==> config.mk <==
export PLATFORM = sky130hd
export DESIGN_NAME = seq_divider
export DESIGN_NICKNAME = d
export VERILOG_FILES = /design/src/rtl/seq_div_pkg.sv /design/src/rtl/seq_div_prep.sv /design/src/rtl/seq_div_step.sv /design/src/rtl/seq_div_fix.sv /design/src/rtl/seq_divider.sv
export SDC_FILE = /design/constraint.sdc
export NUM_CORES = 1
export LEC_CHECK = 0
export CORE_AREA = 2 2 68 95
export CTS_CLUSTER_SIZE = 25
export DETAILED_ROUTE_END_ITERATION = 8
export DIE_AREA = 0 0 70 97
export PLACE_DENSITY = 0.62
export RECOVER_POWER = 25
export SYNTH_ARGS = -nofsm -noshare
export SYNTH_HDL_FRONTEND = slang
export SYNTH_SLANG_ARGS = --single-unit
==> constraint.sdc <==
create_clock -name clk -period 3.2 [get_ports clk]
set_input_delay 0.64 -clock clk [delete_from_list [all_inputs] [get_ports clk]]
set_output_delay 0.64 -clock clk [all_outputs]
set_load 0.01 [all_outputs]
==> src/rtl/seq_div_pkg.sv <==
package seq_div_pkg;

    // Sign corrections applied to the magnitude results at the output.
    typedef struct packed {
        logic neg_quot;
        logic neg_rem;
    } sign_fix_t;

    typedef enum logic [1:0] {
        OPC_IDLE = 2'd0,
        OPC_LOAD = 2'd1,
        OPC_STEP = 2'd2
    } div_op_e;

    // The quotient is negative when exactly one operand is negative.
    function automatic sign_fix_t make_fix(input logic is_signed,
                                           input logic dvd_msb,
                                           input logic dvs_msb);
        sign_fix_t f;
        f.neg_quot = is_signed & (dvd_msb ^ dvs_msb);
        f.neg_rem  = is_signed & dvd_msb;
        return f;
    endfunction

endpackage

==> src/rtl/seq_div_prep.sv <==
module seq_div_prep
    import seq_div_pkg::*;
#(
    parameter int W = 8
) (
    input  logic         is_signed,
    input  logic [W-1:0] dvd_in,
    input  logic [W-1:0] dvs_in,
    output logic [W-1:0] dvd_mag,
    output logic [W-1:0] dvs_mag,
    output sign_fix_t    fix
);

    logic dvd_neg;
    logic dvs_neg;

    assign dvd_neg = is_signed & dvd_in[W-1];
    assign dvs_neg = is_signed & dvs_in[W-1];

    always_comb begin
        dvd_mag = dvd_neg ? (~dvd_in + 1'b1) : dvd_in;
        dvs_mag = dvs_neg ? (~dvs_in + 1'b1) : dvs_in;
        fix     = make_fix(is_signed, dvd_in[W-1], dvs_in[W-1]);
    end

endmodule

==> src/rtl/seq_div_step.sv <==
module seq_div_step #(
    parameter int W = 8
) (
    input  logic [W-1:0] rem_in,
    input  logic [W-1:0] quo_in,
    input  logic [W-1:0] dvs,
    output logic [W-1:0] rem_out,
    output logic [W-1:0] quo_out
);

    logic [W:0]   shifted;
    logic [W:0]   diff;
    logic         borrow;
    logic         unused_hi;

    assign shifted = {rem_in, quo_in[W-1]};
    assign {borrow, diff} = {1'b0, shifted} - {2'b00, dvs};
    assign unused_hi = ^{diff[W], shifted[W]};

    always_comb begin
        if (!borrow) begin
            rem_out = diff[W-1:0];
            quo_out = {quo_in[W-2:0], 1'b1};
        end else begin
            rem_out = shifted[W-1:0];
            quo_out = {quo_in[W-2:0], 1'b0};
        end
    end

endmodule

==> src/rtl/seq_div_fix.sv <==
module seq_div_fix
    import seq_div_pkg::*;
#(
    parameter int W = 8
) (
    input  sign_fix_t    fix,
    input  logic [W-1:0] quo_mag,
    input  logic [W-1:0] rem_mag,
    output logic [W-1:0] quo_out,
    output logic [W-1:0] rem_out
);

    always_comb begin
        quo_out = fix.neg_quot ? (~quo_mag + 1'b1) : quo_mag;
        rem_out = fix.neg_rem  ? (~rem_mag + 1'b1) : rem_mag;
    end

endmodule

==> src/rtl/seq_divider.sv <==
module seq_divider
    import seq_div_pkg::*;
#(
    parameter int WIDTH = 8
) (
    input  logic             clk,
    input  logic             rst,
    input  logic             start,
    input  logic             signed_mode,
    input  logic [WIDTH-1:0] dividend,
    input  logic [WIDTH-1:0] divisor,
    output logic [WIDTH-1:0] quotient,
    output logic [WIDTH-1:0] remainder,
    output logic             ready
);

    localparam int CW = $clog2(WIDTH + 1);
    localparam logic [CW-1:0] STEPS = CW'(WIDTH);

    logic [WIDTH-1:0] p_q, a_q, b_q;
    logic [CW-1:0]    cnt_q;
    sign_fix_t        fix_q;
    logic             ready_q;

    logic [WIDTH-1:0] dvd_mag, dvs_mag;
    sign_fix_t        fix_new;
    logic [WIDTH-1:0] p_nxt, a_nxt;
    div_op_e          op;

    seq_div_prep #(.W(WIDTH)) u_prep (
        .is_signed (signed_mode),
        .dvd_in    (dividend),
        .dvs_in    (divisor),
        .dvd_mag   (dvd_mag),
        .dvs_mag   (dvs_mag),
        .fix       (fix_new)
    );

    seq_div_step #(.W(WIDTH)) u_step (
        .rem_in  (p_q),
        .quo_in  (a_q),
        .dvs     (b_q),
        .rem_out (p_nxt),
        .quo_out (a_nxt)
    );

    seq_div_fix #(.W(WIDTH)) u_fix (
        .fix     (fix_q),
        .quo_mag (a_q),
        .rem_mag (p_q),
        .quo_out (quotient),
        .rem_out (remainder)
    );

    always_comb begin
        if (start)              op = OPC_LOAD;
        else if (cnt_q != '0)   op = OPC_STEP;
        else                    op = OPC_IDLE;
    end

    always_ff @(posedge clk) begin
        if (rst) begin
            p_q     <= '0;
            a_q     <= '0;
            b_q     <= '0;
            cnt_q   <= '0;
            fix_q   <= '0;
            ready_q <= 1'b0;
        end else begin
            unique case (op)
                OPC_LOAD: begin
                    p_q     <= '0;
                    a_q     <= dvd_mag;
                    b_q     <= dvs_mag;
                    fix_q   <= fix_new;
                    cnt_q   <= STEPS;
                    ready_q <= 1'b0;
                end
                OPC_STEP: begin
                    p_q     <= p_nxt;
                    a_q     <= a_nxt;
                    cnt_q   <= cnt_q - 1'b1;
                    ready_q <= (cnt_q == CW'(1));
                end
                default: begin
                    ready_q <= 1'b0;
                end
            endcase
        end
    end

    assign ready = ready_q;

endmodule

* Word level (Yosys, flattened, before mapping)
Cells that the tools add are included.
** Storage, ports and cells
- Bits in registers :: 31
- Bits in latches :: 0
- RAM bits :: 0
- Memory bits (read-only) :: 0
- Output and inout bits :: 17
- Word-level logic and storage cells :: 39
- Memories kept :: 0
** Operators by class
- $add $sub $neg :: 6
- $mul :: 0
- Div/mod/pow operators :: 0
- $lt $le $gt $ge :: 0
- Equality and inequality tests :: 3
- Shifts and indexed selects :: 0
- Muxes and demuxes :: 11
- Bitwise operators :: 9
- Reduce and logical (&&, ||, !) cells :: 3
** Operators with widths (count)
- $mux 8 :: 5
- $add 8x1->8 const B :: 4
- $not 8->8 :: 4
- $pmux 8 s2 :: 2
- $sub 9x8->10 :: 1
- $pmux 4 s2 :: 1
- $eq 4x1->1 const B :: 1
- $mux 2 :: 2
- $reduce_bool 4->1 :: 1
- $sub 4x1->4 const B :: 1
- $and 1x1->1 :: 3
- $eq 2x1->1 const B :: 1
- $eq 2x2->1 const B :: 1
- $reduce_bool 2->1 :: 1
- $reduce_or 2->1 :: 1
- $mux 1 :: 1
- $not 1->1 :: 1
- $xor 1x1->1 :: 1

* Depth between registers and ports, before layout
Gate-level depths: netlist of the first run.
- Depth after elaboration :: 6
- Depth in mapped cells :: 10

* By module
A second synthesis of the first run with hierarchy kept.
** Unflattened totals
- Cell total of the unflattened synthesis :: 299
- Area, all modules :: 2469.9 um^2
** By module, submodules not included
- seq_divider :: instances 1, cells an instance 137, area each 1270.0 um^2, seq. area each 620.6 um^2
- seq_div_step :: instances 1, cells an instance 67, area each 549.3 um^2, seq. area each 0.0 um^2
- seq_div_prep :: instances 1, cells an instance 51, area each 330.3 um^2, seq. area each 0.0 um^2
- seq_div_fix :: instances 1, cells an instance 44, area each 320.3 um^2, seq. area each 0.0 um^2

* Worst setup path after synthesis of the first run
OpenSTA, ideal clock, no wires.
- Kind :: register to output
- Start :: reg a_q[2]
- End :: out quotient[7]
- Arrival :: 1.422 ns
- Data required time :: 2.560 ns
- Slack :: 1.138 ns
- Cell stages (with the launch flop) :: 5
- Cells stage by stage :: dfxtp_1 -> or3_1 -> or2_2 -> o41ai_2 -> xnor2_1
** Between the ends
- Cells in the longest elaborated chain, start to end :: 3
** Ends and longest elaborated chain
- start, declared :: line seq_divider.sv:20 : logic [WIDTH-1:0] p_q, a_q, b_q;
- start signal, assigned :: line seq_divider.sv:73 : a_q <= dvd_mag;
- start signal, assigned :: line seq_divider.sv:81 : a_q <= a_nxt;
- $not 8->8 :: line seq_div_fix.sv:14 : quo_out = fix.neg_quot ? (~quo_mag + 1'b1) : quo_mag;
- $add 8x1->8 :: line seq_div_fix.sv:14
- $mux 8 :: line seq_div_fix.sv:14
- end, declared :: line seq_divider.sv:12 : output logic [WIDTH-1:0] quotient,
Every way passes these cells.

* Worst setup path in the final report of the first run
Same ends and word-level chain as after synthesis.

==> results of run 1 <==
## routing by layer
metal  GRT usage (%)  part of all wire, %  wire [um]
met5               0                    0          0
met4            8.73                  3.3        176
met3            2.81                  2.4        130
met2            28.6                   51       2700
met1            18.0                   44       2340
## Yosys cell counts, types with 10 or more instances
cell type  number
ha_1           14
nor3_1         13
a211oi_1       13
clkbuf_1       11
inv_1          23
o21ai_0        10
xnor2_1        20
nand2_1        32
nor2_1         26
dfxtp_1        31
a21oi_1        17
nand3_1        17
## through the flow
step | total power, mW | hold WS [ns] | instance area, um^2 | worst slack, ns
2_1_floorplan | 0.892 | 0.436 | 2300 | 1.14
3_3_place_gp | 1.02 | 0.447 | 2670 | 0.604
3_5_place_dp | 1.03 | 0.462 | 2670 | 0.563
4_1_cts | 1.44 | 0.472 | 2790 | 0.244
5_1_grt | 1.52 | 0.520 | 2780 | 0.164
6_report | 1.43 | 0.470 | 2780 | 0.266
## logic make-up (layout without fill, tap and decap cells)
family | count (synthesis) | count (layout) | share of synthesized area [%]
AND/OR/NAND/NOR | 111 | 111 | 22.3
XOR/XNOR | 25 | 25 | 9.51
adder cells (fa/ha/maj) | 15 | 15 | 8.48
flip-flops | 31 | 31 | 27.0
buffers and inverters | 41 | 69 | 7.93
multiplexers | 5 | 5 | 2.23
AO/OA/AOI/OAI | 73 | 73 | 22.6
## state kept, by name (all words and copies together), names as in the netlist
register,count
a_q,8
b_q,8
cnt_q,4
fix_q,2
p_q,8
ready,1
## cell type report
type | instances | share of cell area (%)
Inverter | 23 | 3.10
Tap cell | 70 | 3.15
Multi-Input combinational cell | 229 | 53.9
Sequential cell | 31 | 22.3
Timing Repair Buffer | 38 | 13.4
Clock inverter | 2 | 1.26
Clock buffer | 6 | 2.97
## power by group through the flow
stage                     logic, mW  registers, mW  clock network (mW)
after CTS                     0.552          0.471               0.418
final                         0.547          0.471               0.411
after global placement        0.544          0.479                   0
after floorplan               0.430          0.462                   0
after detailed placement      0.548          0.480                   0
after global routing          0.608          0.476               0.433
## worst max-delay path, cell delays in order (launching register included)
cell             delay [ns]
dfxtp_1                0.36
or3_1                  0.40
or2_2                  0.30
o41ai_2                0.24
xnor2_1                0.16
clkdlybuf4s50_1        0.55
## worst paths after layout
kind         cells after the start          end  slack, ns
max reg2reg                      6       p_q[4]       0.83
min reg2reg                      2       b_q[7]       0.47
max                              5  quotient[7]       0.27
min                              2       b_q[7]       0.47
==> flow_summary.toml, run 1 <==
[floorplan]
design.portCount = 37
die_h_um = 97
dieArea_mm2 = 0.00679
chipWidth_um = 70
fp-row-count = 33
start_util_pct = 39.3
core-area_mm2 = 0.00586

[yosys]
synth_edf_count = 0
synthArstFlopShare_pct = 0
seq_area_frac_synth_pct = 27.0
netlist_area_mm2 = 0.00230
ys_ff_latch = 31
syn-num-nets = 336
synthCells = 301
yosysTopAreaCell = "dfxtp_1"
yosys_warnings = 0
synth_cell_types = 41
synthTopCellsByArea = "dfxtp_1, ha_1, xnor2_1, nand2_1, a211oi_1"
avgSynthCellArea_um2 = 7.65
synth-main-ff-cell = "dfxtp_1"
synth_top_area_share_pct = 27.0

[cts]
cts_hold_buf = 0
post_cts_buffers = 0
cts_max_path_buffers = 2
cts_made_buffers = 5
htreeDepth = 2
root_buffer = "clkbuf_8"
cts_tree = "done"
cts_resized = 0
cts_sinks = 31
clock_latency_ns = 0.29
clk_pin_slew_worst_paths_ns = 0.07

[drt]
drt_first_iter_violations = 73
wire_per_inst_um = 13.4
first_pass_iters = 4
via_per_inst = 5.31
vias = 2119
ant_nets = 0
drc = 0
routed_wirelength_um = 5350

[placement]
dp_cells = 391
place_congestion = 0.857
dp_hpwl_um = 4110
portBuffers = 36

[finish]
n_fill_cell = 589
utilization_pct = 47.5
multi_input_area_mm2 = 0.00150
stdcell_count = 399
areaGrowthSynthToFinish_pct = 20.9
seq_area_um2 = 621
layout_commonest_cell = "clkdlybuf4s50_1"
final_cell_mix = "clkdlybuf4s50_1, nand2_1, dfxtp_1, nor2_1, inv_1"
drive_above_1_share_pct = 5.78
nets = 363
antenna_cells = 0

[critical_path]
crit_path_max_fanout = 6
worstPathRequired_ns = 2.56
end_kind = "primary output"
critPathLaunch = "a_q[2]"
regToRegStartpoint = "p_q[4]"
startpoint_type = "flop"
arrival_ns = 2.29
path_class = "flop to primary output"

[status]
status = "finished clean"

[sta]
hold_viol_final = 0
setup_viol_count_final = 0
period_minus_slack_ns = 2.93
setup_tns_ns = 0
drv_slew = 0
tightestPinTransition_ns = 0.984
finalCritPeriodShare_pct = 91.7
rsz0062_at_grt = "false"
relSlewSlack_pct = 34.4
timing.fmax_ghz = 0.341
finClkSkew_ns = 0.00295

[grt]
grt_first_pass_wirelength_um = 9060
grt_antenna_before_repair = 0
grt_overflow = 0
grt_pass1_vias = 2047
grt_start_max_net_pins = 24
grt_use_total_pct = 16.2

[power]
p_leak_nw = 1.09
clock_power_share_pct = 28.8
peakVddDrop_mv = 0.227
powerDensity_mw_per_mm2 = 514
switching_share_pct = 35.6
p_seq_share_pct = 33.0
comb_power_share_pct = 38.3
intPower_mw = 0.920
p_sw_mw = 0.509

[flow_run]
maxCapViolCount = 0

[worst_hold_path]
holdCritStartpoint = "b_q[7]"
hold_class = "flop to flop"
(Power assumes the default switching activity.)
==> run 2, diff against run 1 <==
--- a/constraint.sdc
+++ b/constraint.sdc
@@ -3,2 +3,2 @@
 set_output_delay 0.64 -clock clk [all_outputs]
-set_load 0.01 [all_outputs]
+set_load 0.05 [all_outputs]
==> run 2 against run 1 <==
  * Flip-flop and latch count is the same
  * First-iteration DRC count grew 36%
  * Clock skew grew 0.0079 ns
  * Worst setup slack gained 0.0065 ns
  * Design area shrank 0.18%
  * Core utilization shrank 0.085 points
  * Critical path depth is the same
  * Routed wire length grew 1.6%
  * Register-to-register slack lost 0.04 ns
  * Final cell count is the same
  * Via count is essentially flat
  * Combinational power grew 16%
  * Critical path type unchanged
  * Critical endpoint is now remainder[7]
==> flow_summary.toml, run 2 (same netlist as run 1, synthesis figures left out) <==
[cts]
clk_pin_slew_worst_paths_ns = 0.07
cts_max_path_buffers = 2
clock_latency_ns = 0.29
htreeDepth = 2
cts_sinks = 31
root_buffer = "clkbuf_8"
cts_hold_buf = 0
cts_made_buffers = 5
cts_tree = "done"

[finish]
multi_input_area_mm2 = 0.00150
antenna_cells = 0
drive_above_1_share_pct = 5.78
areaGrowthSynthToFinish_pct = 20.7
layout_commonest_cell = "clkdlybuf4s50_1"
n_fill_cell = 604
final_cell_mix = "clkdlybuf4s50_1, nand2_1, dfxtp_1, nor2_1, inv_1"
nets = 363
top_regs = "a_q: 8 flops, b_q: 8 flops, p_q: 8 flops"
seq_area_um2 = 621

[sta]
drv_slew = 0
rsz0062_at_grt = "false"
timing.fmax_ghz = 0.342
tightestPinTransition_ns = 0.964
period_minus_slack_ns = 2.93
hold_ws_ns = 0.459
hold_viol_final = 0
finalCritPeriodShare_pct = 91.5
finClkSkew_ns = 0.0108
relSlewSlack_pct = 35.7
setup_viol_count_final = 0
setup_tns_ns = 0

[floorplan]
dieArea_mm2 = 0.00679
die_h_um = 97
start_util_pct = 39.3
fp-row-count = 33
chipWidth_um = 70
core-area_mm2 = 0.00586
design.portCount = 37

[flow_run]
maxCapViolCount = 0

[power]
p_leak_nw = 1.10
peakVddDrop_mv = 0.177
powerDensity_mw_per_mm2 = 536

[drt]
vias = 2120
routed_wirelength_um = 5430
drc = 0
ant_nets = 0
wire_per_inst_um = 13.6
via_per_inst = 5.31
first_pass_iters = 4
drt_first_iter_violations = 99

[critical_path]
end_kind = "primary output"
endpoint = "remainder[7]"
worstPathRequired_ns = 2.56
regToRegStartpoint = "p_q[5]"
path_class = "flop to primary output"
critPathLaunch = "p_q[2]"
r2r_slack_ns = 0.79
crit_path_max_fanout = 7
arrival_ns = 2.29
timing.reg2reg.worst_path_depth = 6
startpoint_type = "flop"
r2r-end = "p_q[3]"

[grt]
grt_overflow = 0
grt_pass1_vias = 1982
grt_first_pass_wirelength_um = 8990
grt_use_total_pct = 16.1
grt_start_max_net_pins = 24
grt_antenna_before_repair = 0

[worst_hold_path]
hold_class = "flop to flop"
holdCritStartpoint = "b_q[7]"

[status]
status = "finished clean"

[placement]
dp_hpwl_um = 4230
portBuffers = 36
place_congestion = 0.851
run 2: changes by cell type in the layout (fill, tap and decap cells not counted):
cell            before  now
or2_0                0    1
and2_0               1    0
dlygate4sd3_1        3    1
clkbuf_8             6    5
clkinv_4             0    1
or2_2                2    1
and2_1               0    1
dlymetal6s2s_1       0    1
buf_4                1    2
run 2: critical path, cell delays in order, from the launching register on:
cell and delay, ns:
dfxtp_1 0.38, or3_1 0.41, nor2_1 0.14, a21boi_0 0.13
xor2_1 0.14, clkdlybuf4s50_1 0.81
run 2: repair_timing:
item / in CTS / in global routing
buffers inserted: 0 / 0
endpoints found under the setup margin: 0 / 1
resized for setup: 0 / 1
run 2: report_power, final:
group / internal [mW] / switching (mW) / leakage [nW] / total [mW]
Sequential: 0.423 / 0.0474 / 0.255 / 0.470
Combinational: 0.245 / 0.390 / 0.783 / 0.635
Clock: 0.232 / 0.152 / 0.0581 / 0.384
Total: 0.899 / 0.589 / 1.10 / 1.49
run 2: area by class of cell:
type	count	share of cell area (%)
clock inverters	3	1.58
flip-flops and latches	31	22.3
clock buffers	5	2.48
multi-input cells	229	54.0
inverters	23	3.11
repair buffers	38	13.4
well taps	70	3.15
run 2: how the worst min path moves through the flow:
stage	to	depth (start not counted)
floorplan	b_q[7]	2
global placement	b_q[7]	2
detailed placement	b_q[7]	2
CTS	b_q[7]	2
global route	b_q[7]	2
finish	b_q[7]	2
run 2: through the flow:
stage,std cells,instance area (um^2),total power [mW],worst slack (ns),util [%]
final,399,2780,1.49,0.272,47.4
after global routing,399,2780,1.58,0.126,47.4
after CTS,399,2780,1.50,0.0474,47.4
after detailed placement,391,2670,1.12,0.363,45.5
after global placement,391,2670,1.11,0.387,45.5
after floorplan,301,2300,0.977,0.837,-
run 2: per-layer routing:
metal  vias up  GRT usage, %  routed length [um]
li1       1114             -                   -
met1       964          19.2                2340
met2        37          29.7                2890
met3         5          2.19                 144
met4         0          4.44                  59
met5         -             0                   0
==> run 3, diff against run 2 <==
- ABC_AREA: default -> 0
- REMOVE_ABC_BUFFERS: default -> 1
==> run 3 against run 2 <==
  * Highest routed layer unchanged
  * Clock skew about the same
  * Flip-flop and latch count unchanged
  * Largest power group unchanged
  * Largest cell class unchanged
  * Worst setup slack worse by 0.015 ns
  * Core utilization down 0.15 points
  * Sequential power about the same
  * Routed wire length down 2.0%
  * Maximum frequency down 0.51%
  * Count of clock-buffer cells in the layout up 2
  * First-iteration DRC count down 21%
  * Total power down 2.6%
  * Sequential share of layout area up 0.071 points
==> flow_summary.toml, run 3 (same netlist as run 1, synthesis figures left out) <==
[critical_path]
crit_path_max_fanout = 7
end_kind = "primary output"
worstPathRequired_ns = 2.56
path_cells = "or3_1, o31ai_1, xnor2_1, clkdlybuf4s50_1"
regToRegStartpoint = "p_q[4]"
r2r_slack_ns = 0.80
timing.reg2reg.worst_path_depth = 6
path_class = "flop to primary output"
endpoint = "remainder[5]"
critPathLaunch = "p_q[2]"
startpoint_type = "flop"
worst_path_largest_cell_delay_ns = 0.81
arrival_ns = 2.30
slowest_stage = "clkdlybuf4s50_1"
r2r-end = "p_q[4]"

[sta]
setup_viol_count_final = 0
relSlewSlack_pct = 40.4
timing.fmax_ghz = 0.340
period_minus_slack_ns = 2.94
finalCritPeriodShare_pct = 92.0
setup_tns_ns = 0
tightestPinTransition_ns = 0.894
finClkSkew_ns = 0.0107
drv_slew = 0
hold_viol_final = 0
rsz0062_at_grt = "false"

[finish]
antenna_cells = 0
layout_commonest_cell = "clkdlybuf4s50_1"
nets = 363
top_regs = "a_q: 8 flops, b_q: 8 flops, p_q: 8 flops"
n_fill_cell = 603
design_area_mm2 = 0.00277
final_cell_mix = "clkdlybuf4s50_1, nand2_1, dfxtp_1, nor2_1, inv_1"
drive_above_1_share_pct = 5.78
areaGrowthSynthToFinish_pct = 20.3
stdcell_count = 399

[drt]
wl_met1_um = 2240
vias = 2116
drt_first_iter_violations = 78
wire_per_inst_um = 13.3
drc = 0
routed.top_layer = "met4"
wl_met3_um = 157
ant_nets = 0
via_per_inst = 5.30
first_pass_iters = 4
met2WireLength_um = 2800
routed_wirelength_um = 5320

[worst_hold_path]
holdCritStartpoint = "b_q[7]"
hold_class = "flop to flop"

[cts]
root_buffer = "clkbuf_8"
clk_pin_slew_worst_paths_ns = 0.07
cts_max_path_buffers = 2
cts_tree = "done"
clock_latency_ns = 0.29
post_cts_buffers = 0
cts_hold_buf = 0
htreeDepth = 2
cts_sinks = 31
cts_made_buffers = 5
cts_resized = 0

[grt]
grt_first_pass_wirelength_um = 9080
grt_overflow = 0
grt_pass1_vias = 1947
grt_start_max_net_pins = 23
grt_use_total_pct = 16.5
grt_antenna_before_repair = 0

[placement]
dp_cells = 391
place_congestion = 0.819
dp_hpwl_um = 4210
portBuffers = 36
place_area_mm2 = 0.00267

[floorplan]
start_util_pct = 39.3
die_h_um = 97
design.portCount = 37
dieArea_mm2 = 0.00679
chipWidth_um = 70
fp-row-count = 33
core-area_mm2 = 0.00586

[power]
peakVddDrop_mv = 0.237
powerDensity_mw_per_mm2 = 524
p_leak_nw = 1.09
total_power_mw = 1.45

[flow_run]
maxCapViolCount = 0

[status]
status = "finished clean"
run 3: per-stage QoR:
step | hold WS (ns) | worst slack [ns] | utilization (%)
floorplan | 0.430 | 0.445 | -
global placement | 0.446 | 0.374 | 45.5
detailed placement | 0.448 | 0.377 | 45.5
CTS | 0.457 | 0.0524 | 47.2
global route | 0.495 | 0.0860 | 47.2
finish | 0.453 | 0.257 | 47.2
run 3: power breakdown:
group	internal, mW	switching [mW]	total, mW
clock	0.195	0.151	0.347
combinational	0.245	0.388	0.634
sequential	0.423	0.0469	0.470
total	0.863	0.587	1.45
run 3: worst min-delay path by stage:
stage               cells past startpoint      to
floorplan                               2  b_q[7]
global placement                        2  b_q[7]
detailed placement                      2  b_q[7]
CTS                                     2  b_q[7]
global route                            2  b_q[7]
finish                                  2  b_q[7]
run 3: routing by layer:
layer  track usage [%]  vias up
li1                  -     1111
met1              19.0      961
met2              29.2       33
met3              3.23       11
met5                 0        -
met4              7.10        0
run 3: layout make-up:
class,count,area (um^2),area share [%]
Multi-Input combinational cell,229,1500,54.1
Tap cell,70,87.6,3.16
Sequential cell,31,621,22.4
Clock inverter,1,7.51,0.271
Inverter,23,86.3,3.12
Timing Repair Buffer,38,372,13.4
Clock buffer,7,96.3,3.48
run 3: critical path, delay by kind of cell (launching register included):
| family | cells | cell delay (ns) |
|---|---|---|
| xor+xnor | 1 | 0.15 |
| compound gates | 1 | 0.25 |
| buf+inv | 1 | 0.81 |
| simple gates | 1 | 0.41 |
| flops | 1 | 0.39 |
